[config.mk]
export PLATFORM = sky130hd
export DESIGN_NAME = spi_err_ctrl
export DESIGN_NICKNAME = d
export VERILOG_FILES = /design/src/rtl/spi_err_pkg.sv /design/src/rtl/spi_err_sync.sv /design/src/rtl/spi_err_shifter.sv /design/src/rtl/spi_err_ctrl.sv
export SDC_FILE = /design/constraint.sdc
export NUM_CORES = 1
export LEC_CHECK = 0
export ABC_CLOCK_PERIOD_IN_PS = 2800
export BUFFER_PORTS_ARGS = -buffer_cell sky130_fd_sc_hd__buf_4
export CAP_MARGIN = 20
export CORE_UTILIZATION = 56
export CTS_BUF_LIST = sky130_fd_sc_hd__clkbuf_16
export CTS_CLUSTER_SIZE = 8
export DETAILED_ROUTE_END_ITERATION = 6
export PLACE_DENSITY = 0.79
export REMOVE_ABC_BUFFERS = 1
export SYNTH_ARGS = -nofsm -noshare
export SYNTH_HDL_FRONTEND = slang
export SYNTH_SLANG_ARGS = --single-unit
[constraint.sdc]
create_clock -name clk_i -period 2.8 [get_ports clk_i]
set_clock_uncertainty 0.2 [all_clocks]
set_input_delay 0.14 -clock clk_i [delete_from_list [all_inputs] [get_ports clk_i]]
set_output_delay 0.14 -clock clk_i [all_outputs]
set_load 0.05 [all_outputs]
[src/rtl/spi_err_pkg.sv]
package spi_err_pkg;
  localparam int unsigned ST_RXF  = 7;
  localparam int unsigned ST_OVR  = 6;
  localparam int unsigned ST_MODF = 5;
  localparam int unsigned ST_TXE  = 4;
  localparam int unsigned CT_RXIE = 2;
  localparam int unsigned CT_ERRIE = 1;
  localparam int unsigned CT_MSTR = 0;
  localparam logic ADDR_CTRL = 1'b0;
  localparam logic ADDR_DATA = 1'b1;
endpackage

[src/rtl/spi_err_sync.sv]
module spi_err_sync #(
  parameter int unsigned W = 1,
  parameter int unsigned STAGES = 2,
  parameter logic [W-1:0] RST_VAL = '0
) (
  input  logic         clk_i,
  input  logic         rst_ni,
  input  logic [W-1:0] d_i,
  output logic [W-1:0] q_o
);
  logic [W-1:0] q [STAGES];

  always_ff @(posedge clk_i or negedge rst_ni) begin
    if (!rst_ni) begin
      for (int i = 0; i < int'(STAGES); i++) q[i] <= RST_VAL;
    end else begin
      q[0] <= d_i;
      for (int i = 1; i < int'(STAGES); i++) q[i] <= q[i-1];
    end
  end

  assign q_o = q[STAGES-1];
endmodule

[src/rtl/spi_err_shifter.sv]
module spi_err_shifter #(
  parameter int unsigned DATA_W = 8
) (
  input  logic              clk_i,
  input  logic              rst_ni,
  input  logic              master_i,
  input  logic              ss_act_i,
  input  logic              sck_s_i,
  input  logic              sin_i,
  input  logic              load_i,
  input  logic [DATA_W-1:0] load_data_i,
  output logic              idle_o,
  output logic              bit1_o,
  output logic              done_o,
  output logic [DATA_W-1:0] rx_byte_o,
  output logic              sout_o,
  output logic              sck_o
);
  localparam int unsigned CNT_W = $clog2(DATA_W + 1);
  localparam logic [CNT_W-1:0] LAST = CNT_W'(DATA_W);
  localparam logic [CNT_W-1:0] BIT1 = CNT_W'(DATA_W - 2);

  logic [DATA_W-1:0] sh_q;
  logic              cap_q;
  logic [CNT_W-1:0]  cnt_q;
  logic              run_q, sck_q, sck_d_q, mode_d_q;
  logic              sample, shift;

  // master: sck_q low -> rising next, high -> falling next
  assign sample = (master_i & run_q & ~sck_q) |
                  (~master_i & ss_act_i & sck_s_i & ~sck_d_q);
  assign shift  = (master_i & run_q & sck_q) |
                  (~master_i & ss_act_i & ~sck_s_i & sck_d_q);

  always_ff @(posedge clk_i or negedge rst_ni) begin
    if (!rst_ni) begin
      sh_q     <= '0;
      cap_q    <= 1'b0;
      cnt_q    <= '0;
      run_q    <= 1'b0;
      sck_q    <= 1'b0;
      sck_d_q  <= 1'b0;
      mode_d_q <= 1'b0;
    end else begin
      sck_d_q  <= sck_s_i;
      mode_d_q <= master_i;
      if (run_q) sck_q <= ~sck_q;
      if (sample) begin
        cap_q <= sin_i;
        cnt_q <= cnt_q + 1'b1;
      end
      if (shift) begin
        sh_q <= {sh_q[DATA_W-2:0], cap_q};
        if (cnt_q == LAST) begin
          cnt_q <= '0;
          run_q <= 1'b0;
        end
      end
      if (load_i) begin
        sh_q  <= load_data_i;
        run_q <= master_i;
      end
      // deselect or mode change aborts a partial byte
      if ((!master_i && !ss_act_i) || (master_i != mode_d_q)) cnt_q <= '0;
      if (!master_i) begin
        run_q <= 1'b0;
        sck_q <= 1'b0;
      end
    end
  end

  assign idle_o    = ~run_q & (cnt_q == '0);
  assign bit1_o    = sample & (cnt_q == BIT1);
  assign done_o    = shift & (cnt_q == LAST);
  assign rx_byte_o = {sh_q[DATA_W-2:0], cap_q};
  assign sout_o    = sh_q[DATA_W-1];
  assign sck_o     = sck_q;

  p_cnt_bound_r4: assert property (@(posedge clk_i) disable iff (!rst_ni)
    cnt_q <= LAST);
  p_sck_idle_low_r4: assert property (@(posedge clk_i) disable iff (!rst_ni)
    !run_q |-> !sck_q);
endmodule

[src/rtl/spi_err_ctrl.sv]
module spi_err_ctrl
  import spi_err_pkg::*;
#(
  parameter int unsigned DATA_W = 8,
  parameter int unsigned SYNC_STAGES = 2
) (
  input  logic              clk_i,
  input  logic              rst_ni,
  input  logic              reg_addr_i,
  input  logic              reg_wr_i,
  input  logic              reg_rd_i,
  input  logic [DATA_W-1:0] reg_wdata_i,
  output logic [DATA_W-1:0] reg_rdata_o,
  output logic              irq_o,
  input  logic              sck_i,
  input  logic              ss_ni,
  input  logic              mosi_i,
  input  logic              miso_i,
  output logic              sck_o,
  output logic              sck_oe_o,
  output logic              mosi_o,
  output logic              mosi_oe_o,
  output logic              miso_o,
  output logic              miso_oe_o
);
  logic [2:0]        sync_q;
  logic              ss_s, sck_s, mosi_s;
  logic [DATA_W-1:0] txbuf_q, rdr_q, rx_byte, status;
  logic              txe_q, rxf_q, ovr_q, modf_q, ovr_arm_q, modf_arm_q;
  logic              master_q, err_ie_q, rx_ie_q;
  logic              sh_idle, sh_bit1, sh_done, sh_sout, sh_sck;
  logic              wr_ctrl, wr_data, rd_ctrl, rd_data, load, modf_set;

  spi_err_sync #(.W(3), .STAGES(SYNC_STAGES), .RST_VAL(3'b100)) u_sync (
    .clk_i (clk_i),
    .rst_ni(rst_ni),
    .d_i   ({ss_ni, sck_i, mosi_i}),
    .q_o   (sync_q)
  );
  assign {ss_s, sck_s, mosi_s} = sync_q;

  assign wr_ctrl  = reg_wr_i & (reg_addr_i == ADDR_CTRL);
  assign wr_data  = reg_wr_i & (reg_addr_i == ADDR_DATA);
  assign rd_ctrl  = reg_rd_i & (reg_addr_i == ADDR_CTRL);
  assign rd_data  = reg_rd_i & (reg_addr_i == ADDR_DATA);
  assign load     = ~txe_q & sh_idle;
  assign modf_set = master_q & ~ss_s;

  spi_err_shifter #(.DATA_W(DATA_W)) u_shift (
    .clk_i      (clk_i),
    .rst_ni     (rst_ni),
    .master_i   (master_q),
    .ss_act_i   (~ss_s),
    .sck_s_i    (sck_s),
    .sin_i      (master_q ? miso_i : mosi_s),
    .load_i     (load),
    .load_data_i(txbuf_q),
    .idle_o     (sh_idle),
    .bit1_o     (sh_bit1),
    .done_o     (sh_done),
    .rx_byte_o  (rx_byte),
    .sout_o     (sh_sout),
    .sck_o      (sh_sck)
  );

  always_ff @(posedge clk_i or negedge rst_ni) begin
    if (!rst_ni) begin
      txbuf_q    <= '0;
      txe_q      <= 1'b1;
      rdr_q      <= '0;
      rxf_q      <= 1'b0;
      ovr_q      <= 1'b0;
      ovr_arm_q  <= 1'b0;
      modf_q     <= 1'b0;
      modf_arm_q <= 1'b0;
      master_q   <= 1'b0;
      err_ie_q   <= 1'b0;
      rx_ie_q    <= 1'b0;
    end else begin
      if (wr_data && txe_q) begin
        txbuf_q <= reg_wdata_i;
        txe_q   <= 1'b0;
      end else if (load) begin
        txe_q <= 1'b1;
      end

      if (sh_done && !ovr_q) rdr_q <= rx_byte;
      if (sh_done && !ovr_q) rxf_q <= 1'b1;
      else if (rd_data)      rxf_q <= 1'b0;

      // overflow: set at bit-1 strobe, clear by status read then data read
      if (sh_bit1 && rxf_q)          ovr_q <= 1'b1;
      else if (rd_data && ovr_arm_q) ovr_q <= 1'b0;
      if (rd_ctrl && ovr_q) ovr_arm_q <= 1'b1;
      else if (rd_data)     ovr_arm_q <= 1'b0;

      if (modf_set)                    modf_q <= 1'b1;
      else if (wr_ctrl && modf_arm_q)  modf_q <= 1'b0;
      if (rd_ctrl && modf_q) modf_arm_q <= 1'b1;
      else if (wr_ctrl)      modf_arm_q <= 1'b0;

      if (wr_ctrl) begin
        err_ie_q <= reg_wdata_i[CT_ERRIE];
        rx_ie_q  <= reg_wdata_i[CT_RXIE];
      end
      if (modf_set) master_q <= 1'b0;
      else if (wr_ctrl && (!modf_q || modf_arm_q)) master_q <= reg_wdata_i[CT_MSTR];
    end
  end

  always_comb begin
    status           = '0;
    status[ST_RXF]   = rxf_q;
    status[ST_OVR]   = ovr_q;
    status[ST_MODF]  = modf_q;
    status[ST_TXE]   = txe_q;
    status[CT_RXIE]  = rx_ie_q;
    status[CT_ERRIE] = err_ie_q;
    status[CT_MSTR]  = master_q;
  end

  assign reg_rdata_o = (reg_addr_i == ADDR_DATA) ? rdr_q : status;
  assign irq_o       = (err_ie_q & (ovr_q | modf_q)) | (rx_ie_q & rxf_q);
  assign sck_o       = sh_sck & master_q;
  assign sck_oe_o    = master_q;
  assign mosi_o      = sh_sout;
  assign mosi_oe_o   = master_q;
  assign miso_o      = sh_sout;
  assign miso_oe_o   = ~master_q & ~ss_s;

  p_txe_clr_r2: assert property (@(posedge clk_i) disable iff (!rst_ni)
    (wr_data && txe_q) |=> !txe_q);
  p_full_write_ignored_r2: assert property (@(posedge clk_i) disable iff (!rst_ni)
    (wr_data && !txe_q) |=> $stable(txbuf_q));
  p_txe_refill_r3: assert property (@(posedge clk_i) disable iff (!rst_ni)
    load |=> txe_q);
  p_rxf_set_r6: assert property (@(posedge clk_i) disable iff (!rst_ni)
    (sh_done && !ovr_q) |=> rxf_q);
  p_ovr_cause_r7: assert property (@(posedge clk_i) disable iff (!rst_ni)
    $rose(ovr_q) |-> $past(sh_bit1 && rxf_q));
  p_ovr_drop_r8: assert property (@(posedge clk_i) disable iff (!rst_ni)
    ovr_q |=> $stable(rdr_q));
  p_ovr_hold_r9: assert property (@(posedge clk_i) disable iff (!rst_ni)
    (ovr_q && !rd_data) |=> ovr_q);
  p_modf_quiet_r10: assert property (@(posedge clk_i) disable iff (!rst_ni)
    modf_q |-> (!sck_oe_o && !mosi_oe_o));
  p_modf_hold_r11: assert property (@(posedge clk_i) disable iff (!rst_ni)
    (modf_q && !wr_ctrl) |=> modf_q);
  p_irq_gated_r12: assert property (@(posedge clk_i) disable iff (!rst_ni)
    (!err_ie_q && !rx_ie_q) |-> !irq_o);
endmodule

Yosys cells after proc, flatten, opt, wreduce, memory -nomap -nowiden
Index checks and enable logic that the tools add are counted.
{"block": "word_totals", "regBits": 48, "latch_bits": 0, "ram_bits": 0, "romBits": 0, "in_bits": 17, "out_inout_bits": 15, "word_cells": 110, "memories": 0}
{"block": "classes", "n_addsub": 1, "multipliers": 0, "div": 0, "n_lt_le_gt_ge": 0, "eq_ne": 6, "n_shift": 0, "n_mux": 27, "bitwise_logic": 32, "n_reduce_logical": 24}
{"operator": "$mux 8", "count": 3}
{"operator": "$and 1x1->1", "count": 20}
{"operator": "$mux 1", "count": 20}
{"operator": "$mux 4", "count": 4}
{"operator": "$reduce_bool 2->1", "count": 8}
{"operator": "$logic_and 1x1->1", "count": 9}
{"operator": "$not 1->1", "count": 8}
{"operator": "$ne 3x1->1 const B", "count": 2}
{"operator": "$add 4x1->4 const B", "count": 1}
{"operator": "$eq 4x3->1 const B", "count": 1}
{"operator": "$eq 4x4->1 const B", "count": 1}
{"operator": "$logic_not 4->1", "count": 1}
{"operator": "$or 1x1->1", "count": 4}
{"operator": "$logic_not 1->1", "count": 3}
{"operator": "$logic_or 1x1->1", "count": 2}
{"operator": "$ne 2x1->1 const B", "count": 1}
{"operator": "$reduce_and 2->1", "count": 1}
{"operator": "$ne 1x1->1", "count": 1}

Depth between registers and ports, before layout
Gate-level depths: netlist of run 1.
{"block": "depth", "depth_word": 9, "depth_mapped": 8, "depth_no_buf": 6}

Modules after synthesis
A second synthesis of run 1 with hierarchy kept.
{"block": "hier_totals", "cells_unflattened": 173, "area_unflattened_um2": 2125.8}
{"mod": "spi_err_ctrl", "instances": 1, "cells_per_inst": 83, "area_per_inst_um2": 1107.3, "seq_area_each_um2": 626.9}
{"mod": "spi_err_shifter", "instances": 1, "cells_per_inst": 81, "area_per_inst_um2": 843.3, "seq_area_each_um2": 425.4}
{"mod": "spi_err_sync", "instances": 1, "cells_per_inst": 9, "area_per_inst_um2": 175.2, "seq_area_each_um2": 152.6}

Least setup slack after synthesis of run 1
No wires, ideal clock.
{"block": "synth_timing", "path_kind": "flip-flop to flip-flop", "start": "register master_q (netlist: mosi_oe_o)", "end": "register rdr_q[0]", "setup_time_ps": 125, "arrival_ps": 2207, "required_time_ps": 2475, "slack_ps": 269, "stages_incl_launch_ff": 6, "path_buffers": 1, "synth_period_minus_slack_ps": 2531, "path_cell_list": "dfrtp_1 > buf_6 > and2_2 > a21oi_2 > nor4b_4 > mux2_2"}
{"block": "synth_via", "elab_chain_len": 7, "elab_cells_between_ends": 9, "classes_between": "bitwise: 8; reduce/logical: 1"}
{"item": "from (decl)", "line_no": "spi_err_ctrl.sv:30", "source": "logic master_q, err_ie_q, rx_ie_q;"}
{"item": "from (signal assigned)", "line_no": "spi_err_ctrl.sv:107", "source": "else if (wr_ctrl && (!modf_q || modf_arm_q)) master_q <= reg_wdata_i[CT_MSTR];"}
{"item": "$not 1->1", "line_no": "spi_err_shifter.sv:33", "source": "(~master_i & ss_act_i & ~sck_s_i & sck_d_q);"}
{"item": "$and 1x1->1 (3 in a row)", "line_no": "spi_err_shifter.sv:33"}
{"item": "$or 1x1->1 *", "line_no": "spi_err_shifter.sv:32", "source": "assign shift = (master_i & run_q & sck_q) |"}
{"item": "$and 1x1->1 *", "line_no": "spi_err_shifter.sv:74", "source": "assign done_o = shift & (cnt_q == LAST);"}
{"item": "$logic_and 1x1->1 *", "line_no": "spi_err_ctrl.sv:87", "source": "if (sh_done && !ovr_q) rdr_q <= rx_byte;"}
{"item": "to (signal assigned)", "line_no": "spi_err_ctrl.sv:87"}
{"item": "to (decl)", "line_no": "spi_err_ctrl.sv:28", "source": "logic [DATA_W-1:0] txbuf_q, rdr_q, rx_byte, status;"}
Every way passes the cells marked *; elsewhere a longest branch is shown, timed or not.
A chain may end at the register's enable or synchronous reset.

Final worst setup path of run 1
{"block": "layout_timing", "start": "register master_q (netlist: mosi_oe_o)", "end": "register rdr_q[2]"}
The elaborated chain is that of the path after synthesis.

==> flow_summary_export.csv, run 1 <==
group,metric,value,unit
routing,detail-route-antenna-nets,0,
critical_path,start_kind,"register",
sta,hold_viol,0,
clock_network,clk_latency,280,ps
sta,tns,0,ps
synthesis,synthesis.instances,173,
critical_path,setup.worst_path.end_class,"register",
global_routing,grt_max_degree,49,
critical_path,crit_chain,"nor4b_4, a21oi_2, nor4b_4, mux2_2",
floorplanning,die_width,63.4,um
routing,via_per_inst,5.47,
clock_network,path_clk_slew,60,ps
finish,drive_gt1_share,31.8,%
sta,rsz0062_at_grt,"no",
synthesis,yosys-top-cells-area,"dfrtp_1 (53%), mux2_2 (13%), mux2i_1 (4.7%), dfstp_2 (3.7%), a21oi_1 (3.3%)",
floorplanning,fp.dieH,63.4,um
routing,drt_first_pass_iters,4,
global_routing,grt_pass1_wl,7.47,mm
critical_path,crit_required,2770,ps
routing,drc,0,
job,maxCapViolations,0,
clock_network,cts.sinks,48,
routing,routed_wl,4.38,mm
sta,max_freq,0.430,GHz
synthesis,syn_area_per_cell,12.2,sq um
finish,layout_commonest_cell,"dfrtp_1",
sta,hold_slack,150,ps
clock_network,clock_path_buffers,2,
floorplanning,rows,21,
clock_network,cts_buffers,5,
global_routing,grt_pass1_vias,1622,
power_and_ir_drop,p_per_area,887,nW/um^2
critical_path,crit_buf_inv,0,
critical_path,slowest_delay,600,ps
synthesis,yosys.area.top_type,"dfrtp_1",
critical_path,path_max_fanout,12,
routing,vias,1455,
clock_network,root_buffer,"clkbuf_16",
routing,first_iter_violations,107,
critical_path,cpLargestDelayFamily,"simple AND/OR/NAND/NOR gates",
clock_network,post-cts-setup-buffers,0,
critical_path,cpMostUsedCell,"nor4b_4",
power_and_ir_drop,p_clk_share,23.7,%
routing,routedWlPerCell,16.5,um
clock_network,htreeDepth,2,
synthesis,ys_seq_elements,48,
placement,dpl.hpwl,2.80,mm
hold_path,hp-class,"register to register",
finish,fin_util,76.6,%
finish,area.growth.synth_to_final,25.7,%
global_routing,gr-usage-all-layers,24.9,%
critical_path,cp_slowest_cell,"nor4b_4",
synthesis,yosysUniqueCellTypes,33,
placement,port_buffers,31,
floorplanning,coreArea,3470,sq um
sta,drv_slew,0,
finish,final_cell_mix,"dfrtp_1 (45), buf_4 (31), mux2_2 (24)",
critical_path,cp.arrival,2290,ps
finish,design_area,2660,sq um
global_routing,antenna_found_initial,0,
power_and_ir_drop,switchingPower,0.859,mW
power_and_ir_drop,seq_power_share,44.3,%
critical_path,critPathKind,"register to register",
floorplanning,dieArea,4020,sq um
synthesis,yosysWarnings,0,
power_and_ir_drop,vdd_drop_max,685,uV
outcome,outcome,"finished, final reports clean",
synthesis,netlist_area,2110,sq um
placement,place_congestion,0.787,
sta,period_share,83.1,%
finish,fillers,254,
synthesis,synth_top_area_share,53.3,%
floorplanning,initial_core_util,60.9,%
power_and_ir_drop,p_leak,1.25,nW
sta,finalSetupViolCount,0,
floorplanning,io_pins,32,
sta,fin_crit,2330,ps
sta,tightest_slew,611,ps
placement,place_area,2360,sq um
power_and_ir_drop,comb_power_share,32.0,%
clock_network,cts_tree,"yes",
power_and_ir_drop,power,2.36,mW
finish,antenna_cells,0,
global_routing,grt_overflow,0,
power_and_ir_drop,internal_power,1.50,mW
sta,slew_headroom,59.1,%
finish,nNetsFinal,239,
clock_network,cts_resized,0,
power_and_ir_drop,swShare,36.5,%
synthesis,yosysSeqAreaShare,57.0,%
## state kept, by name, summed over array words and instances, names as in the netlist, 3 cells and up
name and cells:
rdr_q 8, txbuf_q 8, u_shift.sh_q 8, u_shift.cnt_q 4, u_sync.q 3, u_sync.q_o 3
## metal layers
layer,track usage [%],part of all wire [%],up-vias,routed length [um]
met1,30.7,43,721,1900
met5,0,0,-,0
li1,-,-,690,-
met3,5.62,3.0,14,131
met4,11.9,3.6,0,159
met2,41.1,50,30,2190
## cell families (layout without fill, tap and decap cells)
group           Yosys count  count (layout)  synth area share (%)
simple gates             43              43                  11.4
fa+ha+maj                 3               3                  1.78
mux                      34              34                  17.5
xor+xnor                  3               3                  1.24
flops                    48              48                  57.0
compound gates           29              29                  7.99
buf+inv                  13              60                  3.02
## worst register-to-register path: stages (launching register included)
cell     delay, ps
dfrtp_1        520
nor4b_4        360
a21oi_2        120
nor4b_4        600
mux2_2         410
## final cells by class
type,instances,area [sq um],share of cell area [%]
multi-input combinational,112,845,31.8
inverter,5,18.8,0.707
clock buffer,5,125,4.71
tap,46,57.6,2.17
sequential,48,1200,45.4
timing repair buffer,47,393,14.8
clock inverter,3,12.5,0.471
## path summary, 6_finish.rpt
path	start	slack [ps]	cells after the start	endpoint
setup / recovery	mosi_oe_o	470	4	rdr_q[2]
max in group asynchronous	rst_ni	1790	2	u_sync.q_o[1]
hold reg to reg	u_sync.q[4]	150	0	u_sync.q_o[1]
min in group asynchronous	rst_ni	200	2	u_shift.sh_q[7]
hold / removal	u_sync.q[4]	150	0	u_sync.q_o[1]
setup reg to reg	mosi_oe_o	470	4	rdr_q[2]
## power groups by stage
stage | logic (mW) | registers (mW) | clock network [mW]
3_5_place_dp | 0.728 | 1.05 | 0
2_1_floorplan | 0.437 | 1.10 | 0
6_report | 0.754 | 1.04 | 0.558
5_1_grt | 0.816 | 1.06 | 0.596
3_3_place_gp | 0.705 | 1.04 | 0
4_1_cts | 0.753 | 1.04 | 0.566
## Yosys cell counts, drive strengths merged
| master | count |
|---|---|
| nand2b | 1 |
| nand2 | 12 |
| nor4b | 3 |
| and3 | 1 |
| a41o | 1 |
| clkbuf | 5 |
| dfstp | 3 |
| ha | 3 |
| and2 | 2 |
| o21bai | 1 |
| dfrtp | 45 |
| nor2b | 1 |
| nand3 | 3 |
| o21ai | 8 |
| mux2 | 24 |
| o22a | 1 |
| mux2i | 10 |
| inv | 5 |
| or4 | 1 |
| nand4b | 1 |
| or3 | 1 |
| o22ai | 1 |
| and3b | 1 |
| nor2 | 15 |
| buf | 3 |
| a21oi | 15 |
| nor3 | 1 |
| a21o | 2 |
| xnor2 | 3 |
## stage by stage
step	instances	setup slack (ps)
final	266	474
after global routing	266	359
after CTS	266	465
after detailed placement	242	497
after global placement	242	556
after floorplan	165	-113
## timing repair
action | CTS | global route
hold buffers | 16 | 0
endpoints found under the hold margin | 62 | 0
endpoints found under the setup margin | 0 | 0
(Power assumes the default switching activity.)
==> inputs of run 2 (changes only) <==
ABC_AREA = 1   (was unset)
ABC_CLOCK_PERIOD_IN_PS = 2100   (was 2800)
CORE_UTILIZATION = 51   (was 56)
PLACE_DENSITY = 0.75   (was 0.79)
clock period = 2.1 ns   (was 2.8 ns; I/O delays follow)
==> flow_summary_export.csv, run 2 <==
group,metric,value,unit
power_and_ir_drop,power,3.23,mW
clock_network,path_clk_slew,60,ps
finish,nNetsFinal,321,
global_routing,gr-usage-all-layers,21.6,%
synthesis,yosysUniqueCellTypes,29,
synthesis,netlist_area,2220,sq um
finish,reg_top3,"rdr_q x8, txbuf_q x8, u_shift.sh_q x8",
clock_network,cts.sinks,48,
floorplanning,coreArea,4090,sq um
routing,detail-route-antenna-nets,0,
critical_path,setup.worst_path.end_class,"output pin",
clock_network,cts_tree,"yes",
finish,area.growth.synth_to_final,25.6,%
synthesis,ys_async_sr_fraction,100,%
finish,instances_no_fill,352,
synthesis,yosysWarnings,0,
finish,antenna_cells,0,
placement,placedCellCount,330,
synthesis,yosys-top-cells-count,"nand2_1 (84), dfrtp_1 (45), inv_1 (34), o21ai_0 (24), nand3_1 (16)",
critical_path,r2r_slack,330,ps
critical_path,critPathKind,"register to output pin",
job,maxCapViolations,0,
placement,place_area,2480,sq um
placement,port_buffers,31,
critical_path,start_kind,"register",
sta,max_freq,0.528,GHz
critical_path,worstReg2RegStart,"u_shift.cnt_q[0]",
synthesis,synthFlopType,"dfrtp_1",
finish,layout_commonest_cell,"nand2_1",
placement,dpl.hpwl,2.93,mm
finish,final_cell_mix,"nand2_1 (84), dfrtp_1 (45), inv_1 (35)",
critical_path,cp.arrival,1590,ps
synthesis,yosys-top-cells-area,"dfrtp_1 (51%), nand2_1 (14%), inv_1 (5.8%), o21ai_0 (5.4%), nand3_1 (3.6%)",
routing,via_per_inst,4.86,
sta,rsz0062_at_grt,"no",
synthesis,yosys.area.top_type,"dfrtp_1",
routing,vias,1712,
critical_path,crit_required,1790,ps
clock_network,cts_resized,0,
clock_network,clk_latency,290,ps
finish,drive_gt1_share,19.5,%
routing,routed_wl,4.43,mm
finish,fin_util,68.2,%
synthesis,synthesis.instances,254,
power_and_ir_drop,vdd_drop_max,773,uV
sta,slew_headroom,59.7,%
finish,design_area,2790,sq um
synthesis,synth_top_area_share,50.8,%
sta,finalSetupViolCount,0,
synthesis,yosysSeqAreaShare,54.3,%
critical_path,critPathLaunch,"mosi_oe_o",
sta,tightest_slew,605,ps
sta,drv_slew,0,
sta,fin_crit,1890,ps
floorplanning,rows,23,
power_and_ir_drop,p_leak,1.45,nW
clock_network,htreeDepth,2,
global_routing,grt_max_degree,49,
sta,period_share,90.2,%
power_and_ir_drop,p_per_area,1160,nW/um^2
outcome,outcome,"finished, final reports clean",
synthesis,synth_edf_count,0,
sta,hold_viol,0,
routing,drc,0,
routing,routedWlPerCell,12.6,um
global_routing,grt_pass1_wl,7.20,mm
critical_path,endpoint,"reg_rdata_o[0]",
floorplanning,io_pins,32,
floorplanning,initial_core_util,54.3,%
synthesis,synth_most_common_cell,"nand2_1",
critical_path,rr_endpoint,"u_shift.sh_q[2]",
synthesis,ys_seq_elements,48,
floorplanning,die_width,68.0,um
clock_network,cts_hold_buf,14,
clock_network,post-cts-setup-buffers,0,
hold_path,hp-class,"input port to register",
critical_path,path_max_fanout,10,
routing,drt_first_pass_iters,4,
clock_network,root_buffer,"clkbuf_16",
clock_network,clock_path_buffers,2,
floorplanning,fp.dieH,68.0,um
finish,fillers,338,
floorplanning,dieArea,4620,sq um
routing,first_iter_violations,75,
synthesis,syn_area_per_cell,8.73,sq um
placement,place_congestion,0.810,
clock_network,cts_buffers,5,
global_routing,grt_pass1_vias,1626,
critical_path,worstRegToRegCells,8,
global_routing,grt_overflow,0,
global_routing,antenna_found_initial,0,
[run 2: cell types whose count changed in the layout (fill, tap and decap cells not counted), sizes merged, moves of 3 or more]
cell   change
xnor2      -3
nor2       -3
nand3     +15
inv       +29
mux2i     -10
nand2     +75
mux2      -24
nor4b      -3
a21oi     -13
o21ai     +24
[run 2: cells by family (layout without fill, tap and decap cells)]
| logic type | after synthesis | in the layout | share of synthesized area, % |
|---|---|---|---|
| AOI/OAI and AO/OA | 38 | 38 | 10.3 |
| xor gates and xnor gates | 2 | 2 | 0.790 |
| adders and majority gates | 3 | 3 | 1.69 |
| buffers and inverters | 42 | 90 | 7.84 |
| DFF | 48 | 48 | 54.3 |
| and+or+nand+nor | 121 | 121 | 25.0 |
[run 2: worst max-delay path, stage by stage, from the launching register on]
cell     delay [ps]
dfrtp_1         590
inv_1           230
o21ai_0         250
buf_4           240
[run 2: where the power goes]
part / leakage (nW) / internal [mW] / switching (mW) / total [mW]
Combinational: 0.752 / 0.338 / 0.692 / 1.03
Clock: 0.0850 / 0.555 / 0.324 / 0.879
Sequential: 0.612 / 1.17 / 0.153 / 1.32
[run 2: worst min-delay path by stage]
stage / startpoint / end / slack (ps) / cells after the start
6_report: reg_addr_i / ovr_arm_q / 30 / 4
3_5_place_dp: rst_ni / u_sync.q[4] / -50 / 1
5_1_grt: reg_addr_i / ovr_arm_q / 60 / 4
4_1_cts: reg_addr_i / ovr_arm_q / 30 / 4
2_1_floorplan: rst_ni / err_ie_q / -390 / 0
3_3_place_gp: rst_ni / u_sync.q[4] / -50 / 1
[run 2: layout make-up]
type | instances | area, sq um | area share [%]
timing repair buffer | 46 | 380 | 13.7
clock buffer | 5 | 125 | 4.49
multi-input combinational | 164 | 840 | 30.1
clock inverter | 3 | 38.8 | 1.39
sequential | 48 | 1200 | 43.2
inverter | 36 | 135 | 4.85
tap | 50 | 62.6 | 2.25
[run 2: metrics by stage]
stage | setup slack (ps) | TNS [ps] | hold WS [ps]
global placement | 400 | 0 | -48.5
floorplan | -687 | -2440 | -391
detailed placement | 344 | 0 | -51.2
finish | 206 | 0 | 32.1
global route | 164 | 0 | 55.6
CTS | 205 | 0 | 28.7
[run 2: metal layers]
layer / vias up / track usage (%) / wire length [um]
met2: 24 / 33.8 / 2090
li1: 884 / - / -
met5: - / 0 / 0
met3: 6 / 5.67 / 111
met4: 0 / 9.11 / 66
met1: 798 / 28.1 / 2170
